--- src/rtl/cswd_pkg.sv ---
package cswd_pkg;
  localparam int BASE_W = 6;
  localparam int MASK_W = 4;
  localparam int CFG_W  = 12;
  localparam int EN_BIT = 6;
  localparam int MASK_LSB = 8;
  localparam int WIN_SHIFT = 24;
  localparam logic [CFG_W-1:0] CFG_KEEP = 12'hF7F;

  typedef struct packed {
    logic              en;
    logic [BASE_W-1:0] base;
    logic [MASK_W-1:0] mask;
  } win_t;

  function automatic logic mask_ok(input logic [MASK_W-1:0] m);
    return (m == 4'b1000) || (m == 4'b1100) || (m == 4'b1110) || (m == 4'b1111);
  endfunction
endpackage

--- src/rtl/cswd_slot.sv ---
module cswd_slot
  import cswd_pkg::*;
#(
  parameter logic [CFG_W-1:0] RST_CFG = '0
) (
  input  logic             clk_i,
  input  logic             rst_ni,
  input  logic             we_i,
  input  logic [CFG_W-1:0] wdata_i,
  output win_t             win_o,
  output logic             bad_o
);
  logic [CFG_W-1:0] cfg_q;
  logic             legal;

  always_ff @(posedge clk_i or negedge rst_ni) begin
    if (!rst_ni)   cfg_q <= RST_CFG;
    else if (we_i) cfg_q <= wdata_i & CFG_KEEP;
  end

  wire              vld  = cfg_q[EN_BIT];
  wire [BASE_W-1:0] base = cfg_q[BASE_W-1:0];
  wire [MASK_W-1:0] mask = cfg_q[MASK_LSB +: MASK_W];

  // base fits in BASE_W bits by construction; alignment and mask shape checked here
  assign legal = mask_ok(mask) && ((base[MASK_W-1:0] & ~mask) == '0);

  assign win_o.en   = vld && legal;
  assign win_o.base = base;
  assign win_o.mask = mask;
  assign bad_o      = vld && !legal;

  a_r10_bad_excl: assert property (@(posedge clk_i) disable iff (!rst_ni)
    !(bad_o && win_o.en));
endmodule

--- src/rtl/cswd_match.sv ---
module cswd_match
  import cswd_pkg::*;
#(
  parameter int NUM_CS = 8,
  parameter int ADDR_W = 32
) (
  input  win_t [NUM_CS-1:0] win_i,
  input  logic [ADDR_W-1:0] addr_i,
  output logic [NUM_CS-1:0] sel_o,
  output logic [ADDR_W-1:0] offset_o
);
  localparam int HI_W = ADDR_W - WIN_SHIFT;

  logic [NUM_CS-1:0] match;

  for (genvar i = 0; i < NUM_CS; i++) begin : g_cmp
    wire [HI_W-1:0] hmask = {{(HI_W-MASK_W){1'b1}}, win_i[i].mask};
    assign match[i] = win_i[i].en &&
      ((addr_i[ADDR_W-1:WIN_SHIFT] & hmask) == HI_W'(win_i[i].base));
  end

  always_comb begin
    sel_o    = '0;
    offset_o = '0;
    for (int i = NUM_CS - 1; i >= 0; i--) begin
      if (match[i]) begin
        sel_o    = '0;
        sel_o[i] = 1'b1;
        offset_o = '0;
        offset_o[WIN_SHIFT+MASK_W-1:0] = addr_i[WIN_SHIFT+MASK_W-1:0] &
                                         {~win_i[i].mask, {WIN_SHIFT{1'b1}}};
      end
    end
  end
endmodule

--- src/rtl/cs_window_decoder.sv ---
module cs_window_decoder
  import cswd_pkg::*;
#(
  parameter  int NUM_CS = 8,
  parameter  int ADDR_W = 32,
  localparam int SEL_W  = $clog2(NUM_CS)
) (
  input  logic              clk_i,
  input  logic              rst_ni,
  input  logic              cfg_we_i,
  input  logic [SEL_W-1:0]  cfg_sel_i,
  input  logic [CFG_W-1:0]  cfg_wdata_i,
  input  logic              req_i,
  input  logic [ADDR_W-1:0] addr_i,
  output logic [NUM_CS-1:0] cs_o,
  output logic              hit_o,
  output logic [ADDR_W-1:0] offset_o,
  output logic [NUM_CS-1:0] bad_cfg_o
);
  localparam logic [CFG_W-1:0] CS0_RST = 12'hF40;

  win_t [NUM_CS-1:0] win;
  logic [NUM_CS-1:0] sel_d;
  logic [ADDR_W-1:0] off_d;

  for (genvar i = 0; i < NUM_CS; i++) begin : g_slot
    cswd_slot #(.RST_CFG(i == 0 ? CS0_RST : '0)) u_slot (
      .clk_i   (clk_i),
      .rst_ni  (rst_ni),
      .we_i    (cfg_we_i && (cfg_sel_i == SEL_W'(i))),
      .wdata_i (cfg_wdata_i),
      .win_o   (win[i]),
      .bad_o   (bad_cfg_o[i])
    );
  end

  cswd_match #(.NUM_CS(NUM_CS), .ADDR_W(ADDR_W)) u_match (
    .win_i    (win),
    .addr_i   (addr_i),
    .sel_o    (sel_d),
    .offset_o (off_d)
  );

  always_ff @(posedge clk_i or negedge rst_ni) begin
    if (!rst_ni) begin
      cs_o     <= '0;
      hit_o    <= 1'b0;
      offset_o <= '0;
    end else begin
      cs_o     <= req_i ? sel_d : '0;
      hit_o    <= req_i && (sel_d != '0);
      offset_o <= req_i ? off_d : '0;
    end
  end

  a_r11_onehot: assert property (@(posedge clk_i) disable iff (!rst_ni)
    $onehot0(cs_o));
  a_r11_hit_cs: assert property (@(posedge clk_i) disable iff (!rst_ni)
    hit_o == (cs_o != '0));
  a_r8_no_req: assert property (@(posedge clk_i) disable iff (!rst_ni)
    !req_i |=> (!hit_o && cs_o == '0 && offset_o == '0));
  a_r2_r3_no_bad_sel: assert property (@(posedge clk_i) disable iff (!rst_ni)
    req_i |=> ((cs_o & $past(bad_cfg_o)) == '0));
endmodule

--- config.mk ---
export PLATFORM = sky130hd
export DESIGN_NAME = cs_window_decoder
export DESIGN_NICKNAME = d
export VERILOG_FILES = /design/src/rtl/cswd_pkg.sv /design/src/rtl/cswd_slot.sv /design/src/rtl/cswd_match.sv /design/src/rtl/cs_window_decoder.sv
export SDC_FILE = /design/constraint.sdc
export NUM_CORES = 1
export LEC_CHECK = 0
export BUFFER_PORTS_ARGS = -buffer_cell sky130_fd_sc_hd__buf_2
export CORE_MARGIN = 2
export CORE_UTILIZATION = 59
export CTS_BUF_LIST = sky130_fd_sc_hd__clkbuf_4
export DETAILED_ROUTE_END_ITERATION = 8
export GPL_ROUTABILITY_DRIVEN = 0
export HOLD_SLACK_MARGIN = 0.02
export PLACE_DENSITY = 0.94
export SYNTH_ARGS = -nofsm -noshare
export SYNTH_HDL_FRONTEND = slang
export SYNTH_SLANG_ARGS = --single-unit
--- constraint.sdc ---
create_clock -name clk_i -period 3 [get_ports clk_i]
set_input_delay 0.6 -clock clk_i [delete_from_list [all_inputs] [get_ports clk_i]]
set_output_delay 0.6 -clock clk_i [all_outputs]
set_load 0.01 [all_outputs]
==> results.yml, run 1 <==
power:
  finalPower_uw: 4120
  peakVddDrop_mv: 0.406
  pwr_density_cell_nw_per_um2: 598
  p_leak_uw: 0.00327
worst_setup_path:
  reg2reg_depth: 6
  worstSetupStartpointType: "flip-flop"
  cpMaxStageDelayCell: "or4_1"
  worst-path-buf-inv: 0
  r2r_setup_slack_ns: 0.41
  worstPathMaxFanout: 8
  crit_chain: "and3b_1 -> or4_1 -> or4_1 -> nor2b_4 -> a311oi_1 -> a211oi_1"
  crit_top_cell: "or4_1"
  critical_path_class: "flip-flop to flip-flop"
  required_ns: 3.39
  crit_path_end_kind: "flip-flop"
  r2r-start: "g_slot[2].u_slot.cfg_q[10]"
  arrival_ns: 2.98
  r2r-end: "offset_o[24]"
  crit_path_max_incr_delay_ns: 0.69
  startpoint: "g_slot[2].u_slot.cfg_q[10]"
  critPathTopFamily: "simple AND/OR/NAND/NOR gates"
synthesis:
  synth_edf_count: 0
  synthFlopType: "dfrtp_1"
  synthArstFlopShare_pct: 100
  ys_ff_latch: 125
  netlist_area_um2: 6050
  yosys_warnings: 0
  ys_seq_area_share_pct: 51.8
  syn_avg_cell_area_um2: 12.1
  synthCells: 499
  yosysUniqueCellTypes: 50
global_routing:
  use_met2_pct: 45.3
  met3_usage_pct: 8.53
  grt-ovfl-total: 0
  grt_first_pass_wirelength_um: 23500
  grt_antenna_before_repair: 0
  grt_max_degree: 80
  first_global_vias: 4593
  track_usage_pct: 27.7
  grt_busiest_layer: "met2"
  met1_usage_pct: 33.1
timing:
  post-route-period-util_pct: 86.5
  fin_crit_ns: 2.59
  final-hold-violation-count: 0
  tns_ns: 0
  finalMaxSlewViolations: 0
  relSlewSlack_pct: 47.7
  fin_skew_ns: 0.0228
  setup_ws_ns: 0.405
  tightest_slew_ns: 0.780
  setup_viol: 0
  max_freq_ghz: 0.385
  rsz0062_at_grt: "false"
clock_network:
  postCtsSetupRepairBufs: 0
  clockRootBuffer: "clkbuf_4"
  cts_hold_buf: 0
  insertion_delay_ns: 0.52
  cts_buffer_depth: 2
  path_clk_slew_ns: 0.11
  cts_resized: 0
  cts_num_sinks: 125
  cts_tree: "yes"
  cts.htree.levels: 4
  cts_inserted_buffers: 17
finish:
  utilization_pct: 69.9
  n_fill_cell: 670
  final_common_cell: "dfrtp_1"
  drive_above_1_share_pct: 38.4
  final_cell_mix: "dfrtp_1 (120), buf_2 (93), mux2_2 (88), and2_1 (31), clkbuf_4 (23)"
  antenna_cells: 0
  final_net_count: 648
  synthToLayoutAreaGrowth_pct: 13.9
  fin_area_um2: 6890
run_status:
  outcome: "complete, no violations"
placed_design:
  post-place-ws_ns: 0.0941
  hpwl_um: 10500
  portBuffers: 94
  dpl_cell_area_um2: 6640
job:
  drv_cap: 0
route:
  routed_wl_um: 14500
  drt_iter0_drc: 359
  drt_pre_antenna_iters: 6
  viasPerCell: 6.14
  routedWlPerCell_um: 19.6
  vias: 4562
  drc: 0
  ant_nets: 0
floorplan:
  num_io_pins: 100
  core_um2: 9860
  dieArea_um2: 11100
  rows: 36
  die-width_um: 105
  dieHeight_um: 105
  start_util_pct: 61.4
hold_path:
  hold_path_class: "input port to async pin"
-- worst reg2reg max path, cell delays in order (launching register included) --
cell	delay [ns]
dfrtp_1	0.43
and3b_1	0.18
or4_1	0.52
or4_1	0.69
nor2b_4	0.20
a311oi_1	0.32
a211oi_1	0.13
-- worst max path at each step --
stage                   endpoint  depth (start not counted)
floorplan           offset_o[26]                          8
global route         offset_o[0]                          7
CTS                 offset_o[25]                          6
finish              offset_o[24]                          6
detailed placement  offset_o[24]                          7
global placement    offset_o[26]                          7
-- state kept, by name (all words and copies together), names as in the netlist --
| register | flops |
|---|---|
| g_slot.u_slot.cfg_q | 88 |
| offset_o | 28 |
| cs_o | 8 |
| hit_o | 1 |
-- metrics by stage --
step / hold WS (ns) / instances
after global placement: 0.489 / 711
after detailed placement: 0.517 / 711
final: 0.0825 / 743
after CTS: 0.0752 / 743
after floorplan: 0.304 / 503
after global routing: 0.0807 / 743
-- report_power, final --
group / switching (uW) / total [uW] / internal, uW
logic: 393 / 854 / 461
clock network: 580 / 1040 / 456
registers: 270 / 2230 / 1960
total: 1240 / 4120 / 2880
-- area by class of cell --
class                   count  area (um2)  area share [%]
flip-flops and latches    125        3130            45.5
multi-input cells         339        2720            39.5
repair buffers            107         596            8.64
clock buffers              23         173            2.51
well taps                 133         166            2.41
clock inverters             9        75.1            1.09
inverters                   7        26.3           0.381
-- cells in the mapped netlist, types with 4 or more instances --
library cell	number	area share, %
buf_4	12	1.5
mux2i_1	6	0.99
a21oi_1	16	1.3
nor2_1	15	0.93
clkbuf_1	14	0.87
o21bai_1	7	0.87
nor3_1	6	0.50
dfrtp_1	120	50
and3b_1	10	1.4
nor3b_1	7	0.87
inv_1	7	0.43
buf_2	4	0.33
mux2_2	88	16
dfstp_2	5	2.2
a21boi_0	10	1.2
nand4_1	11	1.1
xnor2_1	15	2.2
nand2_1	7	0.43
nor4_1	7	0.72
or4_1	9	1.1
o22ai_1	5	0.52
o2111ai_1	7	1.0
and2_1	31	3.2
nand2b_1	11	1.1
and3_1	21	2.2
xor2_1	6	0.87
-- metal layers --
metal	vias up	share of wire, %
met5	-	0
met4	0	4.1
met3	57	7.4
met2	212	49
met1	2264	40
li1	2029	-
-- cell families after synthesis --
logic type | count (synthesis) | synth area share, %
xor+xnor | 21 | 3.04
simple gates | 152 | 15.9
mux | 94 | 17.4
other cells | 1 | 0.0620
compound gates | 67 | 8.35
buf+inv | 39 | 3.49
flops | 125 | 51.8
Power figures use the tool's default switching activity.
==> run 2: changes to the inputs <==
--- a/config.mk
+++ b/config.mk
@@ -7,12 +7,12 @@
 export LEC_CHECK = 0
 export BUFFER_PORTS_ARGS = -buffer_cell sky130_fd_sc_hd__buf_2
 export CORE_MARGIN = 2
-export CORE_UTILIZATION = 59
+export CORE_UTILIZATION = 60
 export CTS_BUF_LIST = sky130_fd_sc_hd__clkbuf_4
 export DETAILED_ROUTE_END_ITERATION = 8
 export GPL_ROUTABILITY_DRIVEN = 0
 export HOLD_SLACK_MARGIN = 0.02
-export PLACE_DENSITY = 0.94
+export PLACE_DENSITY = 0.95
 export SYNTH_ARGS = -nofsm -noshare
 export SYNTH_HDL_FRONTEND = slang
 export SYNTH_SLANG_ARGS = --single-unit
==> constraint.sdc (replaced) <==
create_clock -name clk_i -period 3.1 [get_ports clk_i]
set_input_delay 0.62 -clock clk_i [delete_from_list [all_inputs] [get_ports clk_i]]
set_output_delay 0.62 -clock clk_i [all_outputs]
set_load 0.01 [all_outputs]
==> results.yml, run 2 (synthesized netlist as in run 1, its figures left out) <==
clock_network:
  postCtsSetupRepairBufs: 0
  insertion_delay_ns: 0.55
  cts.htree.levels: 4
  path_clk_slew_ns: 0.10
  clockRootBuffer: "clkbuf_4"
  cts_num_sinks: 125
  cts_buffer_depth: 2
  cts_tree: "yes"
  cts_inserted_buffers: 17
finish:
  drive_above_1_share_pct: 38.6
  n_fill_cell: 627
  final_cell_mix: "dfrtp_1 (120), buf_2 (93), mux2_2 (88), and2_1 (31), and3_1 (21)"
  seq_area_um2: 3130
  antenna_cells: 0
  multi_input_area_um2: 2720
  largest_reg_flops: 88
  largest_registers: "g_slot.u_slot.cfg_q (88), offset_o (28), cs_o (8)"
  synthToLayoutAreaGrowth_pct: 14.7
  final_common_cell: "dfrtp_1"
  top_register: "g_slot.u_slot.cfg_q"
  final_net_count: 652
  fin_area_um2: 6940
worst_setup_path:
  worstPathMaxFanout: 6
  startpoint: "g_slot[4].u_slot.cfg_q[8]"
  worstSetupStartpointType: "flip-flop"
  arrival_ns: 3.12
  r2r_setup_slack_ns: 0.44
  r2r-start: "g_slot[4].u_slot.cfg_q[8]"
  critical_path_class: "flip-flop to flip-flop"
  required_ns: 3.56
  crit_path_end_kind: "flip-flop"
power:
  power_frac_clock_pct: 26.3
  cellInternalPower_uw: 2830
  power.switching_uw: 1240
  peakVddDrop_mv: 0.371
  comb_power_share_pct: 20.6
  swShare_pct: 30.5
  p_leak_uw: 0.00329
  pwr_density_cell_nw_per_um2: 586
  pwr-share-seq_pct: 53.1
route:
  drt_pre_antenna_iters: 5
  drt_iter0_drc: 404
  ant_nets: 0
  vias: 4643
  viasPerCell: 6.22
  drc: 0
  routedWlPerCell_um: 19.9
  routed_wl_um: 14800
floorplan:
  dieHeight_um: 104
  die-width_um: 104
  core_um2: 9770
  rows: 36
  dieArea_um2: 10900
  num_io_pins: 100
  start_util_pct: 61.9
timing:
  rsz0062_at_grt: "false"
  finalMaxSlewViolations: 0
  fin_skew_ns: 0.0112
  setup_viol: 0
  post-route-period-util_pct: 85.9
  tns_ns: 0
  fin_crit_ns: 2.66
  max_freq_ghz: 0.376
  relSlewSlack_pct: 53.5
  final-hold-violation-count: 0
  tightest_slew_ns: 0.694
global_routing:
  grt_antenna_before_repair: 0
  grt_max_degree: 68
  first_global_vias: 4501
  grt-ovfl-total: 0
  track_usage_pct: 28.3
  grt_first_pass_wirelength_um: 23600
placed_design:
  hpwl_um: 10500
  dpl_cell_area_um2: 6670
  portBuffers: 94
job:
  drv_cap: 0
hold_path:
  worstHoldStart: "addr_i[1]"
  hold_path_class: "input port to flip-flop"
run_status:
  outcome: "complete, no violations"
## run 2: layer usage
| metal | global-route usage (%) | wire (um) |
|---|---|---|
| met5 | 0 | 0 |
| met4 | 11.7 | 501 |
| met3 | 7.96 | 1180 |
| met2 | 45.4 | 7430 |
| met1 | 36.4 | 5730 |
## run 2: final timing paths
kind | endpoint | cells after the start
min in group asynchronous | g_slot[3].u_slot.cfg_q[5] | 2
worst min register to register | g_slot[7].u_slot.cfg_q[0] | 1
worst min-delay path | offset_o[1] | 2
max in group asynchronous | g_slot[0].u_slot.cfg_q[6] | 3
worst max register to register | offset_o[25] | 6
worst max-delay path | offset_o[25] | 6
## run 2: repair_timing
item | in CTS | in global routing
hold endpoints to repair | 21 | 0
hold buffers | 1 | 0
setup endpoints to repair | 0 | 0
resized for setup | 0 | 0
## run 2: worst max-delay path: stages (launching register included)
cell and delay, ns:
dfrtp_1 0.44, and3b_1 0.18, or4_1 0.53, or4_1 0.66
mux2i_1 0.23, o311ai_0 0.26, a211oi_1 0.28
## run 2: area by class of cell
class | instances | share of cell area (%)
clock inverters | 13 | 1.80
well taps | 133 | 2.40
multi-input cells | 339 | 39.2
inverters | 7 | 0.378
flip-flops and latches | 125 | 45.1
repair buffers | 111 | 9.05
clock buffers | 19 | 2.05
## run 2: power by group through the flow
stage,sequential (uW),clock [uW],combinational [uW]
2_1_floorplan,2100,0,632
3_3_place_gp,2150,0,774
3_5_place_dp,2180,0,822
4_1_cts,2150,1080,834
5_1_grt,2200,1160,908
6_report,2160,1070,840
## run 2: through the flow
| stage | worst slack (ns) | hold WS [ns] | total power (uW) | utilization, % | std cells |
|---|---|---|---|---|---|
| after floorplan | 0.382 | 0.324 | 2730 | - | 503 |
| after global placement | 0.228 | 0.490 | 2920 | 68.2 | 714 |
| after detailed placement | 0.126 | 0.501 | 3000 | 68.2 | 714 |
| after CTS | 0.478 | 0.252 | 4060 | 71.0 | 747 |
| after global routing | 0.372 | 0.221 | 4270 | 71.0 | 747 |
| final | 0.438 | 0.274 | 4070 | 71.0 | 747 |
